--- src/rtl/pid_guard_pkg.sv ---
package pid_guard_pkg;

  // Mode event decoded from the entry and return strobes (entry wins).
  typedef enum logic [1:0] {
    EV_NONE   = 2'd0,
    EV_ENTER  = 2'd1,
    EV_RETURN = 2'd2
  } pid_ev_e;

  function automatic pid_ev_e decode_ev(input logic enter, input logic ret);
    if (enter)    return EV_ENTER;
    else if (ret) return EV_RETURN;
    else          return EV_NONE;
  endfunction

endpackage

--- src/rtl/pid_state.sv ---
module pid_state
  import pid_guard_pkg::*;
#(
  parameter int PID_W = 8
) (
  input  logic             clk,
  input  logic             rst_n,
  input  logic             os_enter,
  input  logic             os_return,
  input  logic             wr_grant,
  input  logic [PID_W-1:0] wr_pid,
  output logic [PID_W-1:0] cur_pid,
  output logic [PID_W-1:0] resume_pid
);

  pid_ev_e ev;
  assign ev = decode_ev(os_enter, os_return);

  always_ff @(posedge clk) begin
    if (!rst_n) begin
      cur_pid    <= '0;
      resume_pid <= '0;
    end else begin
      unique case (ev)
        EV_ENTER: begin
          cur_pid <= '0;
          if (cur_pid != '0) resume_pid <= cur_pid;
          else if (wr_grant) resume_pid <= wr_pid;
        end
        EV_RETURN: begin
          cur_pid <= resume_pid;
          if (wr_grant) resume_pid <= wr_pid;
        end
        default: begin
          if (wr_grant) resume_pid <= wr_pid;
        end
      endcase
    end
  end

  AST_ENTER_ZERO: assert property (@(posedge clk) disable iff (!rst_n)
    os_enter |=> (cur_pid == '0));

  AST_ENTER_SAVE: assert property (@(posedge clk) disable iff (!rst_n)
    (os_enter && cur_pid != '0) |=> (resume_pid == $past(cur_pid)));

  AST_RETURN_RESTORE: assert property (@(posedge clk) disable iff (!rst_n)
    (os_return && !os_enter) |=> (cur_pid == $past(resume_pid)));

  AST_PID_HOLD: assert property (@(posedge clk) disable iff (!rst_n)
    (!os_enter && !os_return) |=> $stable(cur_pid));

endmodule

--- src/rtl/priv_check.sv ---
module priv_check #(
  parameter int PID_W = 8
) (
  input  logic             clk,
  input  logic             rst_n,
  input  logic [PID_W-1:0] pc_bank,
  input  logic             priv_req,
  input  logic             full_req,
  input  logic             wr_req,
  output logic             pc_os,
  output logic             priv_grant,
  output logic             wr_grant,
  output logic             viol_q
);

  logic attempt;
  logic viol_d;

  assign pc_os      = (pc_bank == '0);
  assign attempt    = priv_req | full_req | wr_req;
  assign viol_d     = attempt & ~pc_os;
  assign priv_grant = priv_req & pc_os;
  assign wr_grant   = wr_req & pc_os;

  always_ff @(posedge clk) begin
    if (!rst_n) viol_q <= 1'b0;
    else        viol_q <= viol_d;
  end

  AST_GRANT_NEEDS_OS: assert property (@(posedge clk) disable iff (!rst_n)
    (priv_grant || wr_grant) |-> (pc_bank == '0));

  AST_REFUSE_PULSE: assert property (@(posedge clk) disable iff (!rst_n)
    (priv_req && pc_bank != '0) |=> viol_q);

  AST_VIOL_CAUSE: assert property (@(posedge clk) disable iff (!rst_n)
    viol_q |-> $past(pc_bank != '0));

endmodule

--- src/rtl/addr_xlate.sv ---
module addr_xlate #(
  parameter int PID_W = 8,
  parameter int OFF_W = 16,
  parameter int BANKS = 8,
  localparam int PA_W = PID_W + OFF_W
) (
  input  logic             clk,
  input  logic             rst_n,
  input  logic             acc_valid,
  input  logic             acc_full,
  input  logic             full_ok,
  input  logic [PA_W-1:0]  acc_addr,
  input  logic [OFF_W-1:0] acc_disp,
  input  logic [PID_W-1:0] cur_pid,
  input  logic             mem_ready,
  output logic             mem_valid,
  output logic [PA_W-1:0]  mem_addr,
  output logic             acc_ready,
  output logic             fault_now
);

  localparam logic [PID_W:0] BANK_CNT = (PID_W + 1)'(BANKS);

  logic [OFF_W-1:0] user_off;
  logic [PA_W-1:0]  full_addr;
  logic [PA_W-1:0]  phys;
  logic [PID_W-1:0] bank;
  logic             bank_over;
  logic             blocked;
  logic             drop;

  // Offset arithmetic stays inside the bank: OFF_W-bit sum, carry discarded.
  assign user_off  = acc_addr[OFF_W-1:0] + acc_disp;
  assign full_addr = acc_addr + PA_W'(acc_disp);
  assign phys      = acc_full ? full_addr : {cur_pid, user_off};
  assign bank      = phys[PA_W-1 -: PID_W];

  generate
    if (BANKS >= (1 << PID_W)) begin : g_all_banks
      assign bank_over = 1'b0;
    end else begin : g_bank_limit
      assign bank_over = ({1'b0, bank} >= BANK_CNT);
    end
  endgenerate

  assign blocked   = acc_valid & acc_full & ~full_ok;
  assign fault_now = acc_valid & ~blocked & bank_over;
  assign drop      = blocked | fault_now;
  assign mem_valid = acc_valid & ~drop;
  assign mem_addr  = phys;
  assign acc_ready = mem_ready | drop;

  AST_BANK_IN_RANGE: assert property (@(posedge clk) disable iff (!rst_n)
    mem_valid |-> ({1'b0, mem_addr[PA_W-1 -: PID_W]} < BANK_CNT));

  AST_USER_OWN_BANK: assert property (@(posedge clk) disable iff (!rst_n)
    (mem_valid && !acc_full) |-> (mem_addr[PA_W-1 -: PID_W] == cur_pid));

  AST_STALL_HOLDS: assert property (@(posedge clk) disable iff (!rst_n)
    (mem_valid && !mem_ready) |-> !acc_ready);

  AST_STALL_STABLE: assert property (@(posedge clk) disable iff (!rst_n)
    (mem_valid && !mem_ready) |=> (mem_valid && $stable(mem_addr)));

endmodule

--- src/rtl/pid_guard.sv ---
module pid_guard #(
  parameter int PID_W = 8,
  parameter int OFF_W = 16,
  parameter int BANKS = 8,
  localparam int PA_W = PID_W + OFF_W
) (
  input  logic             clk,
  input  logic             rst_n,
  input  logic [PID_W-1:0] pc_bank_i,
  input  logic             os_enter_i,
  input  logic             os_return_i,
  input  logic             priv_req_i,
  output logic             priv_grant_o,
  input  logic             pid_wr_i,
  input  logic [PID_W-1:0] pid_wdata_i,
  input  logic             acc_valid_i,
  output logic             acc_ready_o,
  input  logic             acc_full_i,
  input  logic [PA_W-1:0]  acc_addr_i,
  input  logic [OFF_W-1:0] acc_disp_i,
  output logic             mem_valid_o,
  input  logic             mem_ready_i,
  output logic [PA_W-1:0]  mem_addr_o,
  output logic [PID_W-1:0] pid_o,
  output logic             priv_viol_o,
  output logic             bank_fault_o
);

  logic             pc_os;
  logic             wr_grant;
  logic             fault_now;
  logic             fault_q;
  logic [PID_W-1:0] resume_pid;

  priv_check #(.PID_W(PID_W)) u_priv (
    .clk        (clk),
    .rst_n      (rst_n),
    .pc_bank    (pc_bank_i),
    .priv_req   (priv_req_i),
    .full_req   (acc_valid_i & acc_full_i),
    .wr_req     (pid_wr_i),
    .pc_os      (pc_os),
    .priv_grant (priv_grant_o),
    .wr_grant   (wr_grant),
    .viol_q     (priv_viol_o)
  );

  pid_state #(.PID_W(PID_W)) u_state (
    .clk        (clk),
    .rst_n      (rst_n),
    .os_enter   (os_enter_i),
    .os_return  (os_return_i),
    .wr_grant   (wr_grant),
    .wr_pid     (pid_wdata_i),
    .cur_pid    (pid_o),
    .resume_pid (resume_pid)
  );

  addr_xlate #(.PID_W(PID_W), .OFF_W(OFF_W), .BANKS(BANKS)) u_xlate (
    .clk       (clk),
    .rst_n     (rst_n),
    .acc_valid (acc_valid_i),
    .acc_full  (acc_full_i),
    .full_ok   (pc_os),
    .acc_addr  (acc_addr_i),
    .acc_disp  (acc_disp_i),
    .cur_pid   (pid_o),
    .mem_ready (mem_ready_i),
    .mem_valid (mem_valid_o),
    .mem_addr  (mem_addr_o),
    .acc_ready (acc_ready_o),
    .fault_now (fault_now)
  );

  always_ff @(posedge clk) begin
    if (!rst_n) fault_q <= 1'b0;
    else        fault_q <= fault_now;
  end
  assign bank_fault_o = fault_q;

  AST_FULL_BLOCKED: assert property (@(posedge clk) disable iff (!rst_n)
    (acc_valid_i && acc_full_i && pc_bank_i != '0) |-> (!mem_valid_o && acc_ready_o));

  AST_FAULT_PULSE: assert property (@(posedge clk) disable iff (!rst_n)
    (acc_valid_i && !mem_valid_o && !(acc_full_i && pc_bank_i != '0)) |=> bank_fault_o);

  AST_DENIED_WRITE: assert property (@(posedge clk) disable iff (!rst_n)
    (pid_wr_i && pc_bank_i != '0 && !os_enter_i) |=> (resume_pid == $past(resume_pid)));

  AST_FULL_ADDR: assert property (@(posedge clk) disable iff (!rst_n)
    (mem_valid_o && acc_full_i) |-> (mem_addr_o == acc_addr_i + PA_W'(acc_disp_i)));

endmodule

--- config.mk ---
export PLATFORM = sky130hd
export DESIGN_NAME = pid_guard
export DESIGN_NICKNAME = d
export VERILOG_FILES = /design/src/rtl/pid_guard_pkg.sv /design/src/rtl/pid_state.sv /design/src/rtl/priv_check.sv /design/src/rtl/addr_xlate.sv /design/src/rtl/pid_guard.sv
export SDC_FILE = /design/constraint.sdc
export NUM_CORES = 1
export LEC_CHECK = 0
export BUFFER_PORTS_ARGS = -buffer_cell sky130_fd_sc_hd__buf_4
export CAP_MARGIN = 0
export CORE_ASPECT_RATIO = 0.8
export CORE_UTILIZATION = 46
export DETAILED_ROUTE_END_ITERATION = 16
export PLACE_DENSITY = 0.81
export SYNTH_ARGS = -nofsm -noshare
export SYNTH_HDL_FRONTEND = slang
export SYNTH_HIERARCHICAL = 1
export SYNTH_SLANG_ARGS = --single-unit
--- constraint.sdc ---
create_clock -name clk -period 3.6 [get_ports clk]
set_clock_uncertainty 0.15 [all_clocks]
set_input_delay 0.54 -clock clk [delete_from_list [all_inputs] [get_ports clk]]
set_output_delay 0.54 -clock clk [all_outputs]
set_load 0.02 [all_outputs]
After elaboration in Yosys (flattened, before gate mapping). Index checks and enable logic that the tools add are counted.

Bits in registers: 18. Input bits: 65. Output and inout bits: 37. Word-level logic and storage cells: 34.

$add $sub $neg: 2. Magnitude comparators: 1. Equal/unequal tests: 2. Mux-type cells: 7. Bitwise logic cells: 15. Reductions and logical operators: 3.

Operators by type and width (count): $add 24x16->24 (1); $mux 24 (1); $mux 8 (3); $add 16x16->16 (1); $pmux 8 s2 (1); $and 1x1->1 (8); $ge 8x4->1 const B (1); $logic_not 8->1 (1); $reduce_bool 8->1 (1); $mux 2 (2); $or 1x1->1 (4); $not 1->1 (3); $eq 2x1->1 const B (1); $eq 2x2->1 const B (1); $reduce_bool 2->1 (1).

Logic depth before layout (Yosys ltp).
Word-level depth: 9. Mapped depth: 11. Gate-level depth less buffers: 11.

Cells and area by module. The synthesis kept the hierarchy.

By module, submodules not included: addr_xlate (times used 1, cells each 169, area each 1152.4 um^2, sequential area each 0.0 um^2); pid_state (times used 1, cells each 74, area each 724.4 um^2, sequential area each 320.3 um^2); priv_check (times used 1, cells each 10, area each 90.1 um^2, sequential area each 20.0 um^2); pid_guard (times used 1, cells each 3, area each 32.5 um^2, sequential area each 20.0 um^2).

Worst setup path before layout. OpenSTA, ideal clock, no wires.

Path type: in2out. Start: in acc_addr_i[0]. End: out mem_valid_o. Data arrival time: 3.061 ns. Data required time: 2.910 ns. Setup slack: -0.151 ns. Stages: 9. Buffers on the path: 0. Cell sequence: ha_1 -> fa_1 -> a211oi_1 -> o211ai_1 -> a211oi_1 -> o21ai_0 -> mux2i_1 -> nand2_1 -> nor3_1.

Word-level cells in the longest chain between the ends: 7.

Ends and longest elaborated chain: start: declaration (line pid_guard.sv:19) `input logic [PA_W-1:0] acc_addr_i,`; $add 24x16->24 (line addr_xlate.sv:34) `assign full_addr = acc_addr + PA_W'(acc_disp);`; $mux 24 (line addr_xlate.sv:35) `assign phys = acc_full ? full_addr : {cur_pid, user_off};`; via mem_addr_o[22] (line pid_guard.sv:23) `output logic [PA_W-1:0] mem_addr_o,`; $ge 8x4->1 (line addr_xlate.sv:42) `assign bank_over = ({1'b0, bank} >= BANK_CNT);`; $and 1x1->1 (line addr_xlate.sv:47) `assign fault_now = acc_valid & ~blocked & bank_over;`; $or 1x1->1 (line addr_xlate.sv:48) `assign drop = blocked | fault_now;`; $not 1->1 (line addr_xlate.sv:49) `assign mem_valid = acc_valid & ~drop;`; $and 1x1->1 (line addr_xlate.sv:49); end: declaration (line pid_guard.sv:21) `output logic mem_valid_o,`.

The timed path passes the listed nets, and every way through them passes these cells.

Final worst setup path.
Start: in acc_addr_i[13]. End: out acc_ready_o.

Word-level cells in the longest chain between the ends: 6.

Ends and longest elaborated chain: $add 24x16->24 (line addr_xlate.sv:34); $mux 24 (line addr_xlate.sv:35); $ge 8x4->1 (line addr_xlate.sv:42); $and 1x1->1 (line addr_xlate.sv:47); $or 1x1->1 (line addr_xlate.sv:48); $or 1x1->1 (line addr_xlate.sv:51) `assign acc_ready = mem_ready | drop;`; end: declaration (line pid_guard.sv:17) `output logic acc_ready_o,`.

Every way passes these cells.

==> reports/metrics.cfg <==
[clock_network]
cts_hold_buf = 0
htreeDepth = 1
cts_tree = built
cts_sinks = 18
numCtsBuffers = 3
root_buffer = clkbuf_8
cts_buffer_depth = 2
clkTransAtPathRegs_ns = 0.07
clock_latency_ns = 0.26

[yosys]
syn-cell-area_um2 = 2000
synth_edf_count = 0
synth.net_count = 338
netlist_top_cells_area = dfxtp_1 18%, ha_1 10%, a21oi_1 5.0%
synth_top_area_share_pct = 18.0
yosysSeqAreaShare_pct = 18.0
synth.distinct_cells = 53
synth-async-reset-ratio_pct = 0
avgSynthCellArea_um2 = 7.81
ys_ff_latch = 18
synth_warnings = 6
synth-main-ff-cell = dfxtp_1
yosysTopAreaCell = dfxtp_1
synthCells = 256

[detailed_routing]
wl_per_cell_um = 16.1
via_per_inst = 5.93
vias = 2662
ant_nets = 0
drc = 0
drtIter0Drc = 234
wl_mm = 7.24
first_pass_iters = 4

[flow_run]
drv_cap = 0

[worst_hold_path]
holdPathStages = 2
min_from = u_state/resume_pid[3]$_SDFF_PN0_
worstHoldPathType = reg2reg
whs_endpoint = u_state/cur_pid[3]$_SDFFE_PN0P_

[critical_path]
crit_arrival_ns = 3.04
r2r_cells = 6
r2r-end = bank_fault_o$_SDFF_PN0_
r2r-start = u_state/cur_pid[3]$_SDFFE_PN0P_
r2r_slack_ns = 1.69
worst-setup-path-type = in2out
worst_setup_path_start_kind = input port
end_kind = output port
required_ns = 2.91
path_max_fanout = 5

[sta]
period_needed_ns = 3.73
drv_slew = 0
hold_viol = 0
setup_viol = 2
tightest_slew_ns = 0.970
tns_ns = -0.159
period_share_pct = 104
whs_ns = 0.348
layout_setup_ws_ns = -0.129
timing.slew.headroom_pct = 35.0
fmax_mhz = 268
rsz0062_at_grt = true

[finish]
drive_above_1_share_pct = 46.7
nets = 475
layoutNonFillerInstCount = 449
syn_to_final_growth_pct = 69.6
antenna_cells = 0
final_util_pct = 81.2

[global_routing]
grt_pass1_vias = 2333
track_usage_pct = 29.1
grt_pass1_wl_mm = 10.3
met3_usage_pct = 4.98
grt_use_met2_pct = 50.5
grt_antenna_before_repair = 0
overflow = 0
met1_usage_pct = 37.3
grt_max_degree = 19
busiest_layer = met2

[die]
core-area_um2 = 4180
start_util_pct = 47.9
ios = 102
die_area_um2 = 4620
rows = 21
die_w_um = 75.7
die_h_um = 61.0

[status]
outcome = complete, but fails checks
violations = setup timing

[pwr]
p_leak_nw = 1.52
switching_share_pct = 37.2
switchingPower_mw = 0.326
internal-power_mw = 0.551
share_seq_of_total_power_pct = 22.9
comb_power_share_pct = 57.6
powerDensity_nw_per_um2 = 259
power_frac_clock_pct = 19.5
vdd_drop_max_mv = 0.185

[placed_design]
io_buffers = 101
placedCellCount = 437
hpwlAfterDp_mm = 5.04
gp_congestion = 0.863

## layer usage
| layer | routed length [um] | vias to the layer above |
|---|---|---|
| met5 | 0 | - |
| met4 | 159 | 0 |
| met3 | 571 | 22 |
| met2 | 3580 | 157 |
| met1 | 2930 | 1255 |
| li1 | - | 1228 |
## per-stage QoR
step	power, mW	instance area, um^2	setup WS, ns
floorplan	0.436	2010	0.0206
global placement	0.639	3050	-0.171
detailed placement	0.647	3050	-0.219
CTS	0.844	3290	-0.0570
global route	0.918	3390	-0.223
finish	0.877	3390	-0.129
## power by group through the flow
stage	Combinational, mW	Sequential, mW	Clock (mW)
3_3_place_gp	0.433	0.205	0
6_report	0.505	0.201	0.171
2_1_floorplan	0.229	0.207	0
5_1_grt	0.535	0.201	0.182
4_1_cts	0.472	0.201	0.171
3_5_place_dp	0.441	0.205	0
## kinds of logic (layout without fill, tap and decap cells)
| kind of cell | Yosys count | count (layout) | synth area share (%) |
|---|---|---|---|
| mux | 11 | 11 | 5.57 |
| fa+ha+maj | 17 | 17 | 11.0 |
| xor+xnor | 19 | 19 | 8.32 |
| simple gates | 86 | 86 | 23.8 |
| buf+inv | 30 | 166 | 6.19 |
| flops | 18 | 18 | 18.0 |
| compound gates | 75 | 75 | 27.1 |
## state kept, by name (all words and copies together) (netlist names)
signal / count
u_priv/viol_q: 1
u_state/resume_pid: 8
u_state/cur_pid: 8
bank_fault_o: 1
## worst max path at each step
stage	from	endpoint	slack (ns)
floorplan	acc_addr_i[0]	acc_ready_o	0.02
global placement	acc_addr_i[0]	acc_ready_o	-0.17
detailed placement	acc_addr_i[0]	acc_ready_o	-0.22
CTS	acc_addr_i[1]	acc_ready_o	-0.06
global route	acc_addr_i[13]	acc_ready_o	-0.22
finish	acc_addr_i[13]	acc_ready_o	-0.13
## critical path, stage by stage
cell	delay (ns)
buf_4	0.12
ha_4	0.23
buf_4	0.15
and3_1	0.17
a221oi_2	0.33
a21boi_1	0.12
o21bai_1	0.18
xnor2_1	0.23
a31oi_1	0.16
or3_4	0.37
o32a_1	0.31
buf_6	0.14
## placed cells by master, fill, tap and decap left out, drive strengths merged, types with 5 or more instances in the layout
master  netlist  final
nand2        18     18
o21ai         5      5
a21o          7      7
a221oi        9      9
mux2i        10     10
nor2b         8      8
xor2          8      8
nor3          8      8
nand3        10     10
buf           9    145
a21oi        20     20
a311oi        8      8
dfxtp        18     18
nand4         5      5
inv          17     17
ha           16     16
xnor2        11     11
nor2         18     18
## area by class of cell
| class | count | area [um^2] |
|---|---|---|
| clock buffers | 4 | 55.1 |
| fillers | 246 | 787 |
| inverters | 17 | 63.8 |
| multi-input cells | 208 | 1730 |
| flip-flops and latches | 18 | 360 |
| well taps | 57 | 71.3 |
| repair buffers | 145 | 1110 |
## repair_timing
item / CTS / global route
endpoints found under the setup margin: 5 / 4
buffers inserted: 4 / 4
pin swaps: 15 / 3
hold endpoints to repair: 0 / 0
resized for setup: 25 / 10
## synth_stat cells, types with 8 or more instances
library cell,n
a21oi_1,20
a221oi_1,8
dfxtp_1,18
mux2i_1,10
nor2b_1,8
a311oi_1,8
nand2_1,17
ha_1,16
xnor2_1,11
inv_1,17
xor2_1,8
buf_2,9
nand3_1,10
nor2_1,18
(Power assumes the default switching activity.)
